<file path="src/rtl/bw_alu_pkg.sv">
package bw_alu_pkg;

   typedef enum logic [4:0] {
      OP_MOV  = 5'h04,
      OP_ADD  = 5'h05,
      OP_ADDC = 5'h06,
      OP_SUBC = 5'h07,
      OP_SUB  = 5'h08,
      OP_CMP  = 5'h09,
      OP_DADD = 5'h0A,
      OP_BIT  = 5'h0B,
      OP_BIC  = 5'h0C,
      OP_BIS  = 5'h0D,
      OP_XOR  = 5'h0E,
      OP_AND  = 5'h0F,
      OP_RRC  = 5'h10,
      OP_SWPB = 5'h11,
      OP_RRA  = 5'h12,
      OP_SXT  = 5'h13
   } alu_op_e;

   // operation classes, chosen by how each class sets the flags
   typedef enum logic [2:0] {
      CL_UNDEF,
      CL_ARITH,
      CL_DEC,
      CL_TEST,
      CL_SHIFT,
      CL_QUIET
   } alu_class_e;

   localparam int FLG_C = 0;
   localparam int FLG_Z = 1;
   localparam int FLG_N = 2;
   localparam int FLG_V = 3;
   localparam int FLG_W = 4;

endpackage

</file>
<file path="src/rtl/bw_alu_addsub.sv">
module bw_alu_addsub #(
   parameter int DATA_W = 16,
   parameter int BYTE_W = 8
) (
   input  logic [DATA_W-1:0] a_i,
   input  logic [DATA_W-1:0] b_i,
   input  logic              cin_i,
   input  logic              byte_i,
   output logic [DATA_W-1:0] sum_o,
   output logic              cout_o,
   output logic              ovf_o
);
   localparam int HI_W = DATA_W - BYTE_W;

   logic [DATA_W:0] wsum;
   logic [BYTE_W:0] bsum;
   logic            sa, sb, sr;

   assign wsum = {1'b0, a_i} + {1'b0, b_i} + {{DATA_W{1'b0}}, cin_i};
   assign bsum = {1'b0, a_i[BYTE_W-1:0]} + {1'b0, b_i[BYTE_W-1:0]}
               + {{BYTE_W{1'b0}}, cin_i};

   always_comb begin
      if (byte_i) begin
         sum_o  = {{HI_W{1'b0}}, bsum[BYTE_W-1:0]};
         cout_o = bsum[BYTE_W];
         sa     = a_i[BYTE_W-1];
         sb     = b_i[BYTE_W-1];
         sr     = bsum[BYTE_W-1];
      end else begin
         sum_o  = wsum[DATA_W-1:0];
         cout_o = wsum[DATA_W];
         sa     = a_i[DATA_W-1];
         sb     = b_i[DATA_W-1];
         sr     = wsum[DATA_W-1];
      end
      ovf_o = (sa == sb) && (sr != sa);
   end

   // the carry must be consistent with an independent sum (no inverted operand case)
   always_comb begin
      if (!byte_i && !cin_i)
         AST_ADD_CARRY_WORD: assert (cout_o == ((a_i + b_i) < a_i));
   end

endmodule

</file>
<file path="src/rtl/bw_alu_bcd.sv">
module bw_alu_bcd #(
   parameter int DATA_W = 16,
   parameter int BYTE_W = 8
) (
   input  logic [DATA_W-1:0] a_i,
   input  logic [DATA_W-1:0] b_i,
   input  logic              cin_i,
   input  logic              byte_i,
   output logic [DATA_W-1:0] sum_o,
   output logic              cout_o
);
   localparam int NDIG = DATA_W / 4;
   localparam int BDIG = BYTE_W / 4;
   localparam int HI_W = DATA_W - BYTE_W;

   logic [NDIG:0]       cy;
   logic [DATA_W-1:0]   raw;

   assign cy[0] = cin_i;

   for (genvar d = 0; d < NDIG; d++) begin : g_digit
      logic [4:0] dsum;
      logic       dgt;
      logic [4:0] dadj;
      assign dsum = {1'b0, a_i[4*d +: 4]} + {1'b0, b_i[4*d +: 4]} + {4'b0, cy[d]};
      assign dgt  = dsum > 5'd9;
      assign dadj = dgt ? (dsum - 5'd10) : dsum;
      assign raw[4*d +: 4] = dadj[3:0];
      assign cy[d+1] = dgt;
   end

   assign sum_o  = byte_i ? {{HI_W{1'b0}}, raw[BYTE_W-1:0]} : raw;
   assign cout_o = byte_i ? cy[BDIG] : cy[NDIG];

endmodule

</file>
<file path="src/rtl/bw_alu_logic.sv">
module bw_alu_logic
   import bw_alu_pkg::*;
#(
   parameter int DATA_W = 16,
   parameter int BYTE_W = 8
) (
   input  logic [DATA_W-1:0] src_i,
   input  logic [DATA_W-1:0] dst_i,
   input  logic              cin_i,
   input  logic              byte_i,
   input  logic [4:0]        op_i,
   output logic [DATA_W-1:0] res_o,
   output logic              shout_o
);
   localparam int HI_W = DATA_W - BYTE_W;

   logic [DATA_W-1:0] full;
   logic [BYTE_W-1:0] dlo;

   assign dlo = dst_i[BYTE_W-1:0];

   always_comb begin
      full    = '0;
      shout_o = dst_i[0];
      case (op_i)
         OP_MOV: full = src_i;
         OP_AND,
         OP_BIT: full = src_i & dst_i;
         OP_XOR: full = src_i ^ dst_i;
         OP_BIS: full = src_i | dst_i;
         OP_BIC: full = ~src_i & dst_i;
         OP_RRC: full = byte_i ? {{HI_W{1'b0}}, cin_i, dlo[BYTE_W-1:1]}
                               : {cin_i, dst_i[DATA_W-1:1]};
         OP_RRA: full = byte_i ? {{HI_W{1'b0}}, dlo[BYTE_W-1], dlo[BYTE_W-1:1]}
                               : {dst_i[DATA_W-1], dst_i[DATA_W-1:1]};
         OP_SWPB: full = {dst_i[BYTE_W-1:0], dst_i[DATA_W-1:BYTE_W]};
         OP_SXT:  full = {{HI_W{dlo[BYTE_W-1]}}, dlo};
         default: full = '0;
      endcase
      res_o = byte_i ? {{HI_W{1'b0}}, full[BYTE_W-1:0]} : full;
   end

endmodule

</file>
<file path="src/rtl/bw_alu.sv">
module bw_alu
   import bw_alu_pkg::*;
#(
   parameter int DATA_W     = 16,
   parameter int BYTE_W     = 8,
   parameter bit DECIMAL_EN = 1'b1
) (
   input  logic [DATA_W-1:0] src_i,
   input  logic [DATA_W-1:0] dst_i,
   input  logic              carry_i,
   input  logic              byte_i,
   input  logic [4:0]        op_i,
   output logic [DATA_W-1:0] res_o,
   output logic              wr_en_o,
   output logic [FLG_W-1:0]  flag_o,
   output logic [FLG_W-1:0]  flag_we_o
);
   localparam int HI_W = DATA_W - BYTE_W;

   if (DATA_W != 2 * BYTE_W) begin : g_bad_width
      $error("bw_alu: DATA_W must be twice BYTE_W");
   end
   if (BYTE_W % 4 != 0) begin : g_bad_byte
      $error("bw_alu: BYTE_W must hold whole BCD digits");
   end

   alu_class_e        cls;
   logic [DATA_W-1:0] add_b;
   logic              add_c;
   logic              byte_eff;
   logic [DATA_W-1:0] add_sum, dec_sum, lg_res;
   logic              add_cout, add_ovf, dec_cout, lg_shout;
   logic              res_zero, res_neg, src_neg, dst_neg;
   logic [FLG_W-1:0]  flag_raw;

   // decode: class and adder operand shaping
   always_comb begin
      cls   = CL_UNDEF;
      add_b = src_i;
      add_c = 1'b0;
      case (op_i)
         OP_ADD:  cls = CL_ARITH;
         OP_ADDC: begin cls = CL_ARITH; add_c = carry_i; end
         OP_SUB,
         OP_CMP:  begin cls = CL_ARITH; add_b = ~src_i; add_c = 1'b1; end
         OP_SUBC: begin cls = CL_ARITH; add_b = ~src_i; add_c = carry_i; end
         OP_DADD: begin cls = DECIMAL_EN ? CL_DEC : CL_UNDEF; add_c = carry_i; end
         OP_AND,
         OP_BIT,
         OP_XOR:  cls = CL_TEST;
         OP_RRC,
         OP_RRA,
         OP_SXT:  cls = CL_SHIFT;
         OP_MOV,
         OP_SWPB,
         OP_BIC,
         OP_BIS:  cls = CL_QUIET;
         default: cls = CL_UNDEF;
      endcase
   end

   // swap and sign-extend are word-only operations
   assign byte_eff = byte_i && (op_i != OP_SWPB) && (op_i != OP_SXT);

   bw_alu_addsub #(.DATA_W(DATA_W), .BYTE_W(BYTE_W)) u_addsub (
      .a_i    (dst_i),
      .b_i    (add_b),
      .cin_i  (add_c),
      .byte_i (byte_eff),
      .sum_o  (add_sum),
      .cout_o (add_cout),
      .ovf_o  (add_ovf)
   );

   if (DECIMAL_EN) begin : g_dec
      bw_alu_bcd #(.DATA_W(DATA_W), .BYTE_W(BYTE_W)) u_bcd (
         .a_i    (dst_i),
         .b_i    (src_i),
         .cin_i  (add_c),
         .byte_i (byte_eff),
         .sum_o  (dec_sum),
         .cout_o (dec_cout)
      );
   end else begin : g_nodec
      assign dec_sum  = '0;
      assign dec_cout = 1'b0;
   end

   bw_alu_logic #(.DATA_W(DATA_W), .BYTE_W(BYTE_W)) u_logic (
      .src_i   (src_i),
      .dst_i   (dst_i),
      .cin_i   (carry_i),
      .byte_i  (byte_eff),
      .op_i    (op_i),
      .res_o   (lg_res),
      .shout_o (lg_shout)
   );

   // result select and write enable
   always_comb begin
      case (cls)
         CL_ARITH: res_o = add_sum;
         CL_DEC:   res_o = dec_sum;
         CL_TEST,
         CL_SHIFT,
         CL_QUIET: res_o = lg_res;
         default:  res_o = '0;
      endcase
      wr_en_o = (cls != CL_UNDEF) && (op_i != OP_CMP) && (op_i != OP_BIT);
   end

   assign res_zero = (res_o == '0);
   assign res_neg  = byte_eff ? res_o[BYTE_W-1] : res_o[DATA_W-1];
   assign src_neg  = byte_eff ? src_i[BYTE_W-1] : src_i[DATA_W-1];
   assign dst_neg  = byte_eff ? dst_i[BYTE_W-1] : dst_i[DATA_W-1];

   // flag generation
   always_comb begin
      flag_raw        = '0;
      flag_we_o       = '0;
      flag_raw[FLG_N] = res_neg;
      flag_raw[FLG_Z] = res_zero;
      case (cls)
         CL_ARITH: begin
            flag_we_o       = 4'b1111;
            flag_raw[FLG_C] = add_cout;
            flag_raw[FLG_V] = add_ovf;
         end
         CL_DEC: begin
            flag_we_o       = 4'b0111;
            flag_raw[FLG_C] = dec_cout;
         end
         CL_TEST: begin
            flag_we_o       = 4'b1111;
            flag_raw[FLG_C] = !res_zero;
            flag_raw[FLG_V] = (op_i == OP_XOR) && src_neg && dst_neg;
         end
         CL_SHIFT: begin
            flag_we_o       = 4'b1111;
            flag_raw[FLG_C] = (op_i == OP_SXT) ? !res_zero : lg_shout;
         end
         default: flag_we_o = '0;
      endcase
      flag_o = flag_raw & flag_we_o;
   end

   // checks on the assembled outputs
   always_comb begin
      if (byte_eff)
         AST_BYTE_UPPER_CLEAR: assert (res_o[DATA_W-1:BYTE_W] == {HI_W{1'b0}});
      AST_FLAG_MASKED: assert ((flag_o & ~flag_we_o) == '0);
      if (op_i == OP_CMP || op_i == OP_BIT)
         AST_NO_WRITE_ON_TEST: assert (!wr_en_o);
      if (op_i == OP_AND || op_i == OP_BIT || op_i == OP_XOR)
         AST_LOGIC_CARRY_NOT_ZERO: assert (flag_o[FLG_C] == !flag_o[FLG_Z]);
      if (op_i == OP_MOV || op_i == OP_SWPB || op_i == OP_BIC || op_i == OP_BIS)
         AST_QUIET_NO_FLAGS: assert (flag_we_o == '0);
      if (!byte_i && (op_i == OP_SUB || op_i == OP_CMP))
         AST_SUB_CARRY_NO_BORROW: assert (flag_o[FLG_C] == (dst_i >= src_i));
      if (flag_we_o[FLG_Z])
         AST_ZERO_FLAG: assert (flag_o[FLG_Z] == (res_o == '0));
   end

endmodule

</file>
<file path="config.mk">
export PLATFORM = sky130hd
export DESIGN_NAME = bw_alu
export DESIGN_NICKNAME = d
export VERILOG_FILES = /design/src/rtl/bw_alu_pkg.sv /design/src/rtl/bw_alu_addsub.sv /design/src/rtl/bw_alu_bcd.sv /design/src/rtl/bw_alu_logic.sv /design/src/rtl/bw_alu.sv
export SDC_FILE = /design/constraint.sdc
export NUM_CORES = 1
export LEC_CHECK = 0
export ABC_AREA = 0
export ABC_CLOCK_PERIOD_IN_PS = 9500
export BUFFER_PORTS_ARGS = -buffer_cell sky130_fd_sc_hd__buf_2
export CAP_MARGIN = 25
export CORE_MARGIN = 1
export CORE_UTILIZATION = 40
export DETAILED_ROUTE_END_ITERATION = 10
export PLACE_DENSITY_LB_ADDON = 0.25
export SETUP_SLACK_MARGIN = 0.1
export SYNTH_ARGS = -nofsm -noshare
export SYNTH_HDL_FRONTEND = slang
export SYNTH_SLANG_ARGS = --single-unit
</file>
<file path="constraint.sdc">
create_clock -name vclk -period 9.5
set_clock_uncertainty 0.1 [all_clocks]
set_input_delay 0.475 -clock vclk [all_inputs]
set_output_delay 0.475 -clock vclk [all_outputs]
set_load 0.01 [all_outputs]
</file>
* Word-level counts from Yosys, hierarchy flattened
Index checks and enable logic that the tools add are counted.
** Cells by class
- Multiplexer cells :: 25
- Divide/modulo/power cells :: 0
- $mul :: 0
- Eq/ne operators :: 27
- Add/sub/neg operators :: 16
- $lt $le $gt $ge :: 4
- Bitwise operators :: 6
- Reduce and logical (&&, ||, !) cells :: 20
- Shift operators :: 0
** Operators by type and width (number)
- 16-bit case mux with 9 select lines :: 1
- 16-bit 2-to-1 mux :: 6
- 16-bit case mux with 3 select lines :: 1
- 5-bit by 4-bit equality test with 1-bit output, second input constant :: 8
- 16-bit AND :: 2
- 4-bit by 4-bit adder with 5-bit output :: 4
- 5-bit by 1-bit adder with 5-bit output :: 4
- 5-bit by 3-bit equality test with 1-bit output, second input constant :: 4
- 5-bit equality test, second input constant :: 4
- 5-bit by 4-bit > comparator with 1-bit output, second input constant :: 4
- 3-bit OR reduction :: 6
- 16-bit by 16-bit adder with 17-bit output :: 1
- 17-bit by 1-bit adder with 17-bit output :: 1
- 16-bit zero test :: 1
- 4-bit 2-to-1 mux :: 4
- 16-bit NOT :: 1
- 16-bit bitwise OR :: 1
- 4-bit subtractor, second input constant :: 4
- 16-bit XOR :: 1
- 3-bit case mux with 5 select lines :: 1
- 5-bit by 4-bit != test with 1-bit output, second input constant :: 2
- 5-bit != test, second input constant :: 2
- 8-bit by 8-bit adder with 9-bit output :: 1
- 9-bit by 1-bit adder with 9-bit output :: 1
- other kinds (16) :: 33
** Word-level totals
- RAM bits :: 0
- Bits in registers :: 0
- Bits in latches :: 0
- Input bits :: 39
- Memories :: 0
- Bits in read-only memories :: 0

* Longest topological paths before layout
Gate-level depths: netlist (run 1).
- Word-level depth :: 19
- Mapped depth :: 41
- Gate-level depth less buffers :: 39

* Modules after synthesis
A second synthesis (run 1) with hierarchy kept.
** Second synthesis, totals
- Cells, all modules :: 594
- Area, all modules :: 4175.3 um^2
** By module, submodules not included
- bw_alu_logic :: seq. area each 0.0 um^2, cells each 229, times used 1, area each 1402.6 um^2
- bw_alu_bcd :: seq. area each 0.0 um^2, cells each 117, times used 1, area each 969.7 um^2
- bw_alu_addsub :: seq. area each 0.0 um^2, cells each 119, times used 1, area each 910.9 um^2
- bw_alu :: seq. area each 0.0 um^2, cells each 129, times used 1, area each 892.1 um^2

* Worst setup path before layout (run 1)
OpenSTA, ideal clock, no wires.
- Kind :: input -> output
- From :: input port op_i[0]
- To :: output port flag_o[0]
- Path slack :: 0.173 ns
- Required time :: 8.925 ns
- Path buffers :: 3
- Arrival :: 8.752 ns
- Stages on the path :: 39
- Cells stage by stage :: buf_2 > clkbuf_1 > buf_1 > o21ai_0 > nand2_1 > nand2_1 > nand2_1 > inv_1 > fa_1 > fa_1 > xnor2_1 > ha_1 > nor2b_1 > a31o_2 > nor3_1 > nand2b_1 > fa_1 > fa_1 > [3 not listed] > fa_1 > inv_1 > fa_1 > xnor2_1 > nor3b_1 > o31ai_2 > fa_1 > fa_1 > xnor2_1 > ha_1 > nor2b_1 > a31oi_1 > a21oi_1 > xnor2_1 > a221o_1 > nor4_1 > nand4_1 > a31o_1
** On the way
- Cells in the longest elaborated chain, start to end :: 19
- Elaborated cells on any way between the ends :: 73
- Classes of those cells :: add/sub (12); order compare (4); eq/ne (23); mux (19); bitwise (1); reduce/logical (14)
** Ends and longest elaborated chain
- start, declared :: line bw_alu.sv:12 : input logic [4:0] op_i,
- 5-bit by 4-bit equality test with 1-bit output or 5-bit by 3-bit equality test with 1-bit output (tied branches) :: line bw_alu.sv:41 : case (op_i)
- 3-bit OR reduction (no source line) or 2-bit OR reduction (tied branches)
- 1-bit case mux with 2 select lines :: line bw_alu.sv:41
- 5-bit by 1-bit adder with 5-bit output :: line bw_alu_bcd.sv:25 : assign dsum = {1'b0, a_i[4*d +: 4]} + {1'b0, b_i[4*d +: 4]} + {4'b0, cy[d]};
- 5-bit by 4-bit > comparator with 1-bit output :: line bw_alu_bcd.sv:26 : assign dgt = dsum > 5'd9;
- 5-bit by 1-bit adder with 5-bit output :: line bw_alu_bcd.sv:25
- 5-bit by 4-bit > comparator with 1-bit output :: line bw_alu_bcd.sv:26
- 5-bit by 1-bit adder with 5-bit output :: line bw_alu_bcd.sv:25
- [4 not listed]
- 16-bit 2-to-1 mux :: line bw_alu_bcd.sv:32 : assign sum_o = byte_i ? {{HI_W{1'b0}}, raw[BYTE_W-1:0]} : raw;
- 16-bit case mux with 3 select lines (*) :: line bw_alu.sv:101 : case (cls)
- named net res_o[13] :: line bw_alu.sv:13 : output logic [DATA_W-1:0] res_o,
- 16-bit zero test (*) :: line bw_alu.sv:112 : assign res_zero = (res_o == '0);
- 1-bit zero test (*) :: line bw_alu.sv:135, bw_alu.sv:140
- 1-bit 2-to-1 mux :: line bw_alu.sv:140 : flag_raw[FLG_C] = (op_i == OP_SXT) ? !res_zero : lg_shout;
- 1-bit case mux with 4 select lines (*) :: line bw_alu.sv:123 : case (cls)
- 4-bit AND (*) :: line bw_alu.sv:144 : flag_o = flag_raw & flag_we_o;
- end, declared :: line bw_alu.sv:15 : output logic [FLG_W-1:0] flag_o,
The timed path passes the listed nets; every way through them passes the cells marked *.

* Worst setup path in the final report (run 1)
- From :: input port op_i[2]
- To :: output port flag_o[0]
** On the way
- Cells in the longest elaborated chain, start to end :: 19
- Elaborated cells on any way between the ends :: 73
- Classes of those cells :: add/sub (12); order compare (4); eq/ne (23); mux (19); bitwise (1); reduce/logical (14)
** Ends and longest elaborated chain
- 5-bit by 4-bit equality test with 1-bit output or 5-bit by 3-bit equality test with 1-bit output (tied branches) :: line bw_alu.sv:41
- 3-bit OR reduction (no source line) or 2-bit OR reduction (tied branches)
- 1-bit case mux with 2 select lines :: line bw_alu.sv:41
- 5-bit by 1-bit adder with 5-bit output :: line bw_alu_bcd.sv:25
- 5-bit by 4-bit > comparator with 1-bit output :: line bw_alu_bcd.sv:26
- 5-bit by 1-bit adder with 5-bit output :: line bw_alu_bcd.sv:25
- 5-bit by 4-bit > comparator with 1-bit output :: line bw_alu_bcd.sv:26
- 5-bit by 1-bit adder with 5-bit output :: line bw_alu_bcd.sv:25
- [3 not listed]
- 4-bit 2-to-1 mux :: line bw_alu_bcd.sv:27 : assign dadj = dgt ? (dsum - 5'd10) : dsum;
- 16-bit 2-to-1 mux :: line bw_alu_bcd.sv:32
- 16-bit case mux with 3 select lines :: line bw_alu.sv:101
- 16-bit zero test :: line bw_alu.sv:112
- 1-bit zero test :: line bw_alu.sv:135, bw_alu.sv:140
- 1-bit 2-to-1 mux :: line bw_alu.sv:140
- 1-bit case mux with 4 select lines :: line bw_alu.sv:123
- 4-bit AND (*) :: line bw_alu.sv:144
Mark *: on every way between the ends. The rest lies on a longest branch, timed or not.

==> impl_metrics.csv, run 1 <==
group,metric,value,unit
cells_and_area,layout.nets,695,
place,gp_congestion,0.9635,
place,port_buffers,64,
grt,grt_pass1_vias,4254,
synthesis,syn_area,3697,um2
synthesis,yosysMostFrequentCell,"inv_1",
cells_and_area,design_area,4389,um2
synthesis,syn_area_per_cell,6.950,um2
timing,finalCriticalPeriod,9103,ps
synthesis,synth_top_area_share,15.91,%
grt,grt_usage,30.23,%
timing,fin_crit_sh,95.82,%
cells_and_area,syn_to_final_growth,18.71,%
pwr,power_frac_seq,0,%
route,wirelength,15120,um
outcome,status,"completed",
cells_and_area,num-clock-buffers,0,
synthesis,synth_commonest_cells,"53 x inv_1, 50 x nand2_1, 48 x a21oi_1, 47 x ha_1, 31 x xnor2_1",
pwr,net-switching-power,211.7,uW
route,num_vias,4704,
route,drtPass1Iterations,8,
worst_setup_path,cp_slowest_stage_delay,610,ps
timing,fin_setup_tns,0,ps
worst_setup_path,crit_path_end_kind,"output pin",
cells_and_area,seq_area,0,um2
pwr,p_comb_share,100.0,%
worst_setup_path,worst_ep_required_time,8930,ps
timing,finalMaxSlewViolations,0,
cells_and_area,n_fill_cell,924,
route,wire_per_inst,21.45,um
floorplan,die_w,98.14,um
pwr,peakVddDrop,0.00002989,V
grt,grt_pass1_wl,23150,um
pwr,power.share.switching,57.69,%
grt,antenna_found_initial,0,
timing,worst_pin_slew,945.2,ps
cells_and_area,antenna_cells,0,
cells_and_area,drive_above_1_share,23.28,%
pwr,power.leakage,2.021,nW
worst_setup_path,path_buf_inv,7,
worst_setup_path,critPathSlowestCell,"fa_2",
timing,hold_violations,0,
route,via_per_inst,6.672,
worst_setup_path,crit_type,"primary input to output pin",
worst_setup_path,start_kind,"primary input",
place,dpl_cell_area,4145,um2
grt,overflow,0,
synthesis,yosys.cell_types.count,78,
synthesis,yosysSeqAreaShare,0,%
floorplan,io_pins,64,
route,drc,0,
place,dp_hpwl,11670,um
pwr,clockPowerShare,0,%
floorplan,start_util,41.78,%
floorplan,core,8848,um2
worst_setup_path,crit_arrival,8530,ps
synthesis,synth.area.top_cells,"ha_1 16%, xnor2_1 7.3%, a21oi_1 6.5%",
synthesis,syn_nets,628,
timing,fin_hold_ws,1406,ps
worst_setup_path,crit_family,"adder cells",
pwr,power_density,83.62,nW/um2
floorplan,num_rows,34,
synthesis,netlist.top_cell.by_area,"ha_1",
synthesis,yosys_warnings,0,
timing,fmax,0.1099,GHz
timing,setup_viol_count_final,0,
worst_setup_path,cpMostUsedCell,"fa_2",
timing,slew_headroom,36.50,%
place,place_inst,694,
floorplan,die_h,98.14,um
synthesis,synthCells,532,
cells_and_area,seq_cells,0,
grt,grt_max_degree,28,
cells_and_area,final_cells,705,
pwr,power,367.0,uW
cts,cts_hold_buf,0,
hold_path,hp-class,"primary input to output pin",
timing,rsz0062_at_grt,"false",
floorplan,die_area,9631,um2
worst_setup_path,cp_max_fo,4,
pwr,p_int,155.3,uW
route,ant_nets,0,
route,dr.first_iter.drc_count,576,
flow_run,drv_cap,0,
==> layer usage <==
layer / vias to the layer above / GRT usage, % / routed length, um / share of wire, %
met1: 2188 / 43.12 / 6482 / 43
met2: 341 / 48.21 / 6553 / 43
met4: 0 / 7.463 / 435 / 2.9
met3: 52 / 3.579 / 1650 / 11
met5: - / 0 / 0 / 0
li1: 2123 / - / - / -
==> stage by stage <==
stage	util (%)	setup slack [ps]
6_report	49.60	396.7
3_5_place_dp	46.85	-204.8
2_1_floorplan	-	173.4
4_1_cts	47.53	108.5
3_3_place_gp	46.85	144.9
5_1_grt	49.60	25.89
==> area by class of cell <==
type                       count  area [um2]  area share (%)
inverter                      53       198.9           4.533
timing repair buffer          88       500.5           11.40
tap                          108       135.1           3.079
multi-input combinational    456        3555           80.99
==> power by group through the flow <==
| stage | sequential, mW | combinational [mW] | clock [mW] |
|---|---|---|---|
| 6_report | 0 | 0.367 | 0 |
| 3_5_place_dp | 0 | 0.310 | 0 |
| 3_3_place_gp | 0 | 0.305 | 0 |
| 2_1_floorplan | 0 | 0.213 | 0 |
| 4_1_cts | 0 | 0.322 | 0 |
| 5_1_grt | 0 | 0.392 | 0 |
==> worst paths after layout <==
check                 cells after the start  startpoint        end  slack (ps)
worst max-delay path                     42     op_i[2]  flag_o[0]         400
worst min-delay path                      4    src_i[4]   res_o[4]        1410
==> cells in the final DEF, fill, tap and decap left out, drive strengths merged, types with 3 or more instances in the layout <==
cell     count
or3b         3
o21ai       30
xor2         7
xnor2       31
a31o         6
nor3        11
a21oi       48
mux2i        9
nand2       50
a2bb2oi      4
nor4         7
a2111oi      5
o31ai        5
nor2        30
and2         6
o211ai       3
a22oi        5
a21o         7
a32o         3
nor3b        4
a31oi       15
or2          4
buf         87
inv         53
a221o        4
a311oi       3
ha          47
a221oi       7
nor2b        7
nand4        8
o22ai        7
a211o        4
a211oi       5
nand3       13
nand2b       8
and3         3
fa          10
==> logic make-up (layout without fill, tap and decap cells) <==
| kind of cell | Yosys count | count (layout) | share of synthesized area [%] |
|---|---|---|---|
| AND/OR/NAND/NOR | 165 | 165 | 23.08 |
| adder cells (fa/ha/maj) | 57 | 57 | 21.32 |
| AO/OA/AOI/OAI | 186 | 186 | 35.53 |
| multiplexers | 10 | 10 | 2.741 |
| XOR/XNOR | 38 | 38 | 9.002 |
| buffers and inverters | 76 | 141 | 8.325 |
==> repair_timing <==
item / 4_1_cts / 5_1_grt
resized for setup: 11 / 26
pin swaps: 0 / 15
setup buffers: 0 / 10
endpoints found under the setup margin: 3 / 5
No activity file was read; power rests on OpenSTA's default activity.
==> run 2, diff against run 1 <==
CORE_ASPECT_RATIO = 0.9   (was unset)
==> impl_metrics.csv, run 2 (same netlist as run 1, synthesis figures left out) <==
group,metric,value,unit
outcome,status,"completed",
grt,overflow,0,
worst_setup_path,crit_path_end_kind,"output pin",
route,wire_per_inst,21.38,um
grt,grt_max_degree,28,
timing,rsz0062_at_grt,"false",
hold_path,min-delay-start,"src_i[4]",
flow_run,drv_cap,0,
floorplan,io_pins,64,
route,dr.first_iter.drc_count,478,
grt,grt_pass1_vias,4338,
timing,finalCriticalPeriod,9114,ps
cells_and_area,syn_to_final_growth,18.78,%
route,drtPass1Iterations,6,
cells_and_area,seq_cells,0,
place,place_inst,708,
grt,grt_pass1_wl,23340,um
floorplan,start_util,42.17,%
cells_and_area,seq_area,0,um2
timing,fin_crit_sh,95.93,%
timing,finalMaxSlewViolations,0,
timing,slew_headroom,33.27,%
worst_setup_path,cp_slowest_stage_delay,610,ps
hold_path,holdPathStages,4,
worst_setup_path,cp_max_fo,4,
floorplan,core,8768,um2
cells_and_area,drive_above_1_share,23.36,%
place,gp_congestion,0.9993,
grt,grt_usage,31.81,%
floorplan,num_rows,32,
worst_setup_path,worst_ep_required_time,8930,ps
worst_setup_path,cp-startpoint,"op_i[2]",
cells_and_area,layout.nets,693,
worst_setup_path,crit_arrival,8540,ps
route,drc,0,
cells_and_area,mostFrequentLayoutCell,"buf_2",
pwr,power.leakage,2.016,nW
timing,worst_pin_slew,997.3,ps
cells_and_area,antenna_cells,0,
place,port_buffers,64,
cells_and_area,final_cells,714,
cells_and_area,num-clock-buffers,0,
pwr,peakVddDrop,0.00004238,V
route,wirelength,15270,um
route,ant_nets,0,
floorplan,die_area,9632,um2
hold_path,hp-class,"primary input to output pin",
floorplan,die_w,103.3,um
timing,fin_hold_ws,1364,ps
floorplan,die_h,93.21,um
grt,antenna_found_initial,0,
worst_setup_path,critPathSlowestCell,"fa_2",
cells_and_area,final_cell_mix,"65 x buf_2, 49 x inv_1, 48 x nand2_1, 44 x a21oi_1, 44 x ha_1",
hold_path,holdPathEnd,"res_o[4]",
worst_setup_path,cpMostUsedCell,"fa_2",
worst_setup_path,crit_type,"primary input to output pin",
timing,setup_viol_count_final,0,
timing,hold_violations,0,
pwr,power_density,81.92,nW/um2
worst_setup_path,start_kind,"primary input",
route,via_per_inst,6.573,
route,num_vias,4693,
timing,fmax,0.1097,GHz
place,dp_hpwl,11830,um
run 2: changes by cell type in the layout (fill, tap and decap cells not counted), sizes merged:
cell / before / now
buf: 87 / 85
run 2: layout make-up:
type                            instances  area [um2]
Multi-Input combinational cell        456        3563
Inverter                               53       198.9
Tap cell                              119       148.9
Timing Repair Buffer                   86       480.5
Fill cell                             880        4377
run 2: power by group:
part / internal, mW / switching (mW) / leakage, nW
combinational: 0.151 / 0.209 / 2.02
clock: 0 / 0 / 0
sequential: 0 / 0 / 0
run 2: worst max path at each step:
stage / end / slack (ps) / depth (start not counted)
2_1_floorplan: flag_o[0] / 170 / 39
3_3_place_gp: flag_o[0] / 170 / 41
3_5_place_dp: flag_o[0] / -190 / 41
4_1_cts: flag_o[0] / 110 / 42
5_1_grt: flag_o[0] / 3 / 42
6_report: flag_o[0] / 390 / 42
run 2: stage by stage:
stage	total power [mW]	TNS, ps	util (%)	setup WS (ps)	instance area [um2]
2_1_floorplan	0.2128	0	-	173.4	3697
3_3_place_gp	0.3065	0	47.60	171.0	4174
3_5_place_dp	0.3113	-265.4	47.66	-193.6	4179
4_1_cts	0.3167	0	47.96	111.4	4205
5_1_grt	0.3889	0	50.09	3.201	4392
6_report	0.3598	0	50.09	386.3	4392
run 2: metal layers:
layer,track usage [%],share of wire [%],vias to the layer above,wire length [um]
li1,-,-,2113,-
met1,44.69,42,2211,6468
met2,45.53,41,316,6313
met3,8.072,12,53,1839
met4,12.91,4.2,0,646
met5,0,0,-,0
run 2: critical path, delay by kind of cell:
family / cells / cell delay (ps)
adder cells (fa/ha/maj): 11 / 4300
XOR/XNOR: 2 / 330
buffers and inverters: 8 / 750
AND/OR/NAND/NOR: 13 / 1420
AO/OA/AOI/OAI: 8 / 1220
run 2: repair_timing:
| item | CTS | global route |
|---|---|---|
| resized for setup | 5 | 38 |
| setup endpoints to repair | 2 | 5 |
| setup buffers | 0 | 5 |
| endpoints found under the hold margin | 0 | 0 |
| hold buffers | 0 | 0 |
| pin swaps | 0 | 22 |
==> run 3, diff against run 2 <==
REMOVE_ABC_BUFFERS = 1   (was unset)
==> impl_metrics.csv, run 3 (same netlist as run 1, synthesis figures left out) <==
group,metric,value,unit
place,dp_hpwl,11550,um
worst_setup_path,cp-startpoint,"op_i[2]",
timing,finalMaxSlewViolations,0,
route,drtPass1Iterations,7,
worst_setup_path,crit_type,"primary input to output pin",
timing,hold_violations,0,
outcome,status,"completed",
cells_and_area,num-clock-buffers,0,
pwr,power.leakage,1.966,nW
grt,grt_usage,30.62,%
pwr,power_density,78.72,nW/um2
timing,finalCriticalPeriod,8959,ps
grt,grt_most_used_layer,"met2",
floorplan,die_area,9632,um2
cells_and_area,final_cell_mix,"64 x buf_2, 53 x inv_1, 50 x nand2_1, 46 x ha_1, 45 x a21oi_1",
floorplan,die_h,93.21,um
route,ant_nets,0,
place,port_buffers,64,
pwr,peakVddDrop,0.00003450,V
grt,grt_max_degree,28,
cells_and_area,seq_cells,0,
grt,grt_pass1_vias,4086,
cells_and_area,post-route-util,48.56,%
cells_and_area,antenna_cells,0,
cells_and_area,layout.nets,686,
floorplan,die_w,103.3,um
route,wire_per_inst,20.66,um
flow_run,drv_cap,0,
floorplan,io_pins,64,
grt,grt_util_met2,45.70,%
timing,fmax,0.1116,GHz
worst_setup_path,critPathCapture,"flag_o[0]",
place,gp_congestion,0.9898,
route,drc,0,
route,via_per_inst,6.421,
grt,antenna_found_initial,0,
floorplan,start_util,42.17,%
hold_path,hp-class,"primary input to output pin",
worst_setup_path,critPathSlowestCell,"fa_2",
worst_setup_path,cp_slowest_stage_delay,570,ps
worst_setup_path,start_kind,"primary input",
worst_setup_path,crit_arrival,8380,ps
grt,grt_pass1_wl,22580,um
cells_and_area,syn_to_final_growth,15.16,%
timing,worst_pin_slew,949.8,ps
route,wirelength,14610,um
worst_setup_path,crit_path_end_kind,"output pin",
cells_and_area,mostFrequentLayoutCell,"buf_2",
route,dr.first_iter.drc_count,531,
timing,fin_hold_ws,1344,ps
route,num_vias,4540,
timing,fin_crit_sh,94.30,%
worst_setup_path,cp_max_fo,7,
floorplan,num_rows,32,
floorplan,core,8768,um2
timing,rsz0062_at_grt,"false",
worst_setup_path,worst_ep_required_time,8930,ps
worst_setup_path,cpMostUsedCell,"fa_2",
timing,setup_viol_count_final,0,
cells_and_area,seq_area,0,um2
cells_and_area,drive_above_1_share,19.56,%
timing,slew_headroom,36.19,%
grt,use_met1,44.54,%
grt,grtUsageMet3,6.951,%
grt,overflow,0,
hold_path,holdPathStages,4,
pwr,power,335.2,uW
==> run 3: worst min-delay path by stage <==
| stage | startpoint | end | slack [ps] |
|---|---|---|---|
| 6_report | dst_i[0] | res_o[0] | 1340 |
| 5_1_grt | dst_i[0] | res_o[0] | 1380 |
| 4_1_cts | dst_i[0] | res_o[0] | 1350 |
| 3_5_place_dp | dst_i[0] | res_o[0] | 1350 |
| 3_3_place_gp | dst_i[0] | res_o[0] | 1360 |
| 2_1_floorplan | op_i[4] | wr_en_o | 980 |
==> run 3: cell type report <==
type,instances,area [um2]
fillers,907,4511
repair buffers,79,432.9
well taps,119,148.9
inverters,53,198.9
multi-input cells,456,3477
==> run 3: critical path, delay by kind of cell <==
kind | cells | cell delay [ps]
buf+inv | 7 | 630
simple gates | 13 | 1570
compound gates | 8 | 1260
xor+xnor | 2 | 330
fa+ha+maj | 11 | 4100
==> run 3: through the flow <==
stage | TNS, ps | setup WS (ps) | cell area [um2] | std cells
global placement | 0 | 179.9 | 4167 | 706
floorplan | 0 | 773.6 | 3588 | 509
finish | 0 | 541.1 | 4258 | 707
global route | 0 | 146.9 | 4258 | 707
CTS | 0 | 119.6 | 4187 | 706
detailed placement | -188.7 | -151.4 | 4167 | 706
==> run 3: timing repair <==
| action | CTS | global route |
|---|---|---|
| hold buffers | 0 | 0 |
| pin swaps | 0 | 4 |
| buffers inserted | 0 | 1 |
| setup endpoints to repair | 2 | 5 |
| resized for setup | 4 | 15 |
==> run 3: per-layer routing <==
metal  part of all wire, %  vias to the layer above
li1                      -                     2100
met1                    42                     2117
met2                    43                      291
met3                    12                       32
met4                   2.2                        0
met5                     0                        -
==> run 3: power by group <==
group | internal (mW) | total, mW | switching, mW
Combinational | 0.135 | 0.335 | 0.200
Clock | 0 | 0 | 0
Sequential | 0 | 0 | 0
Total | 0.135 | 0.335 | 0.200
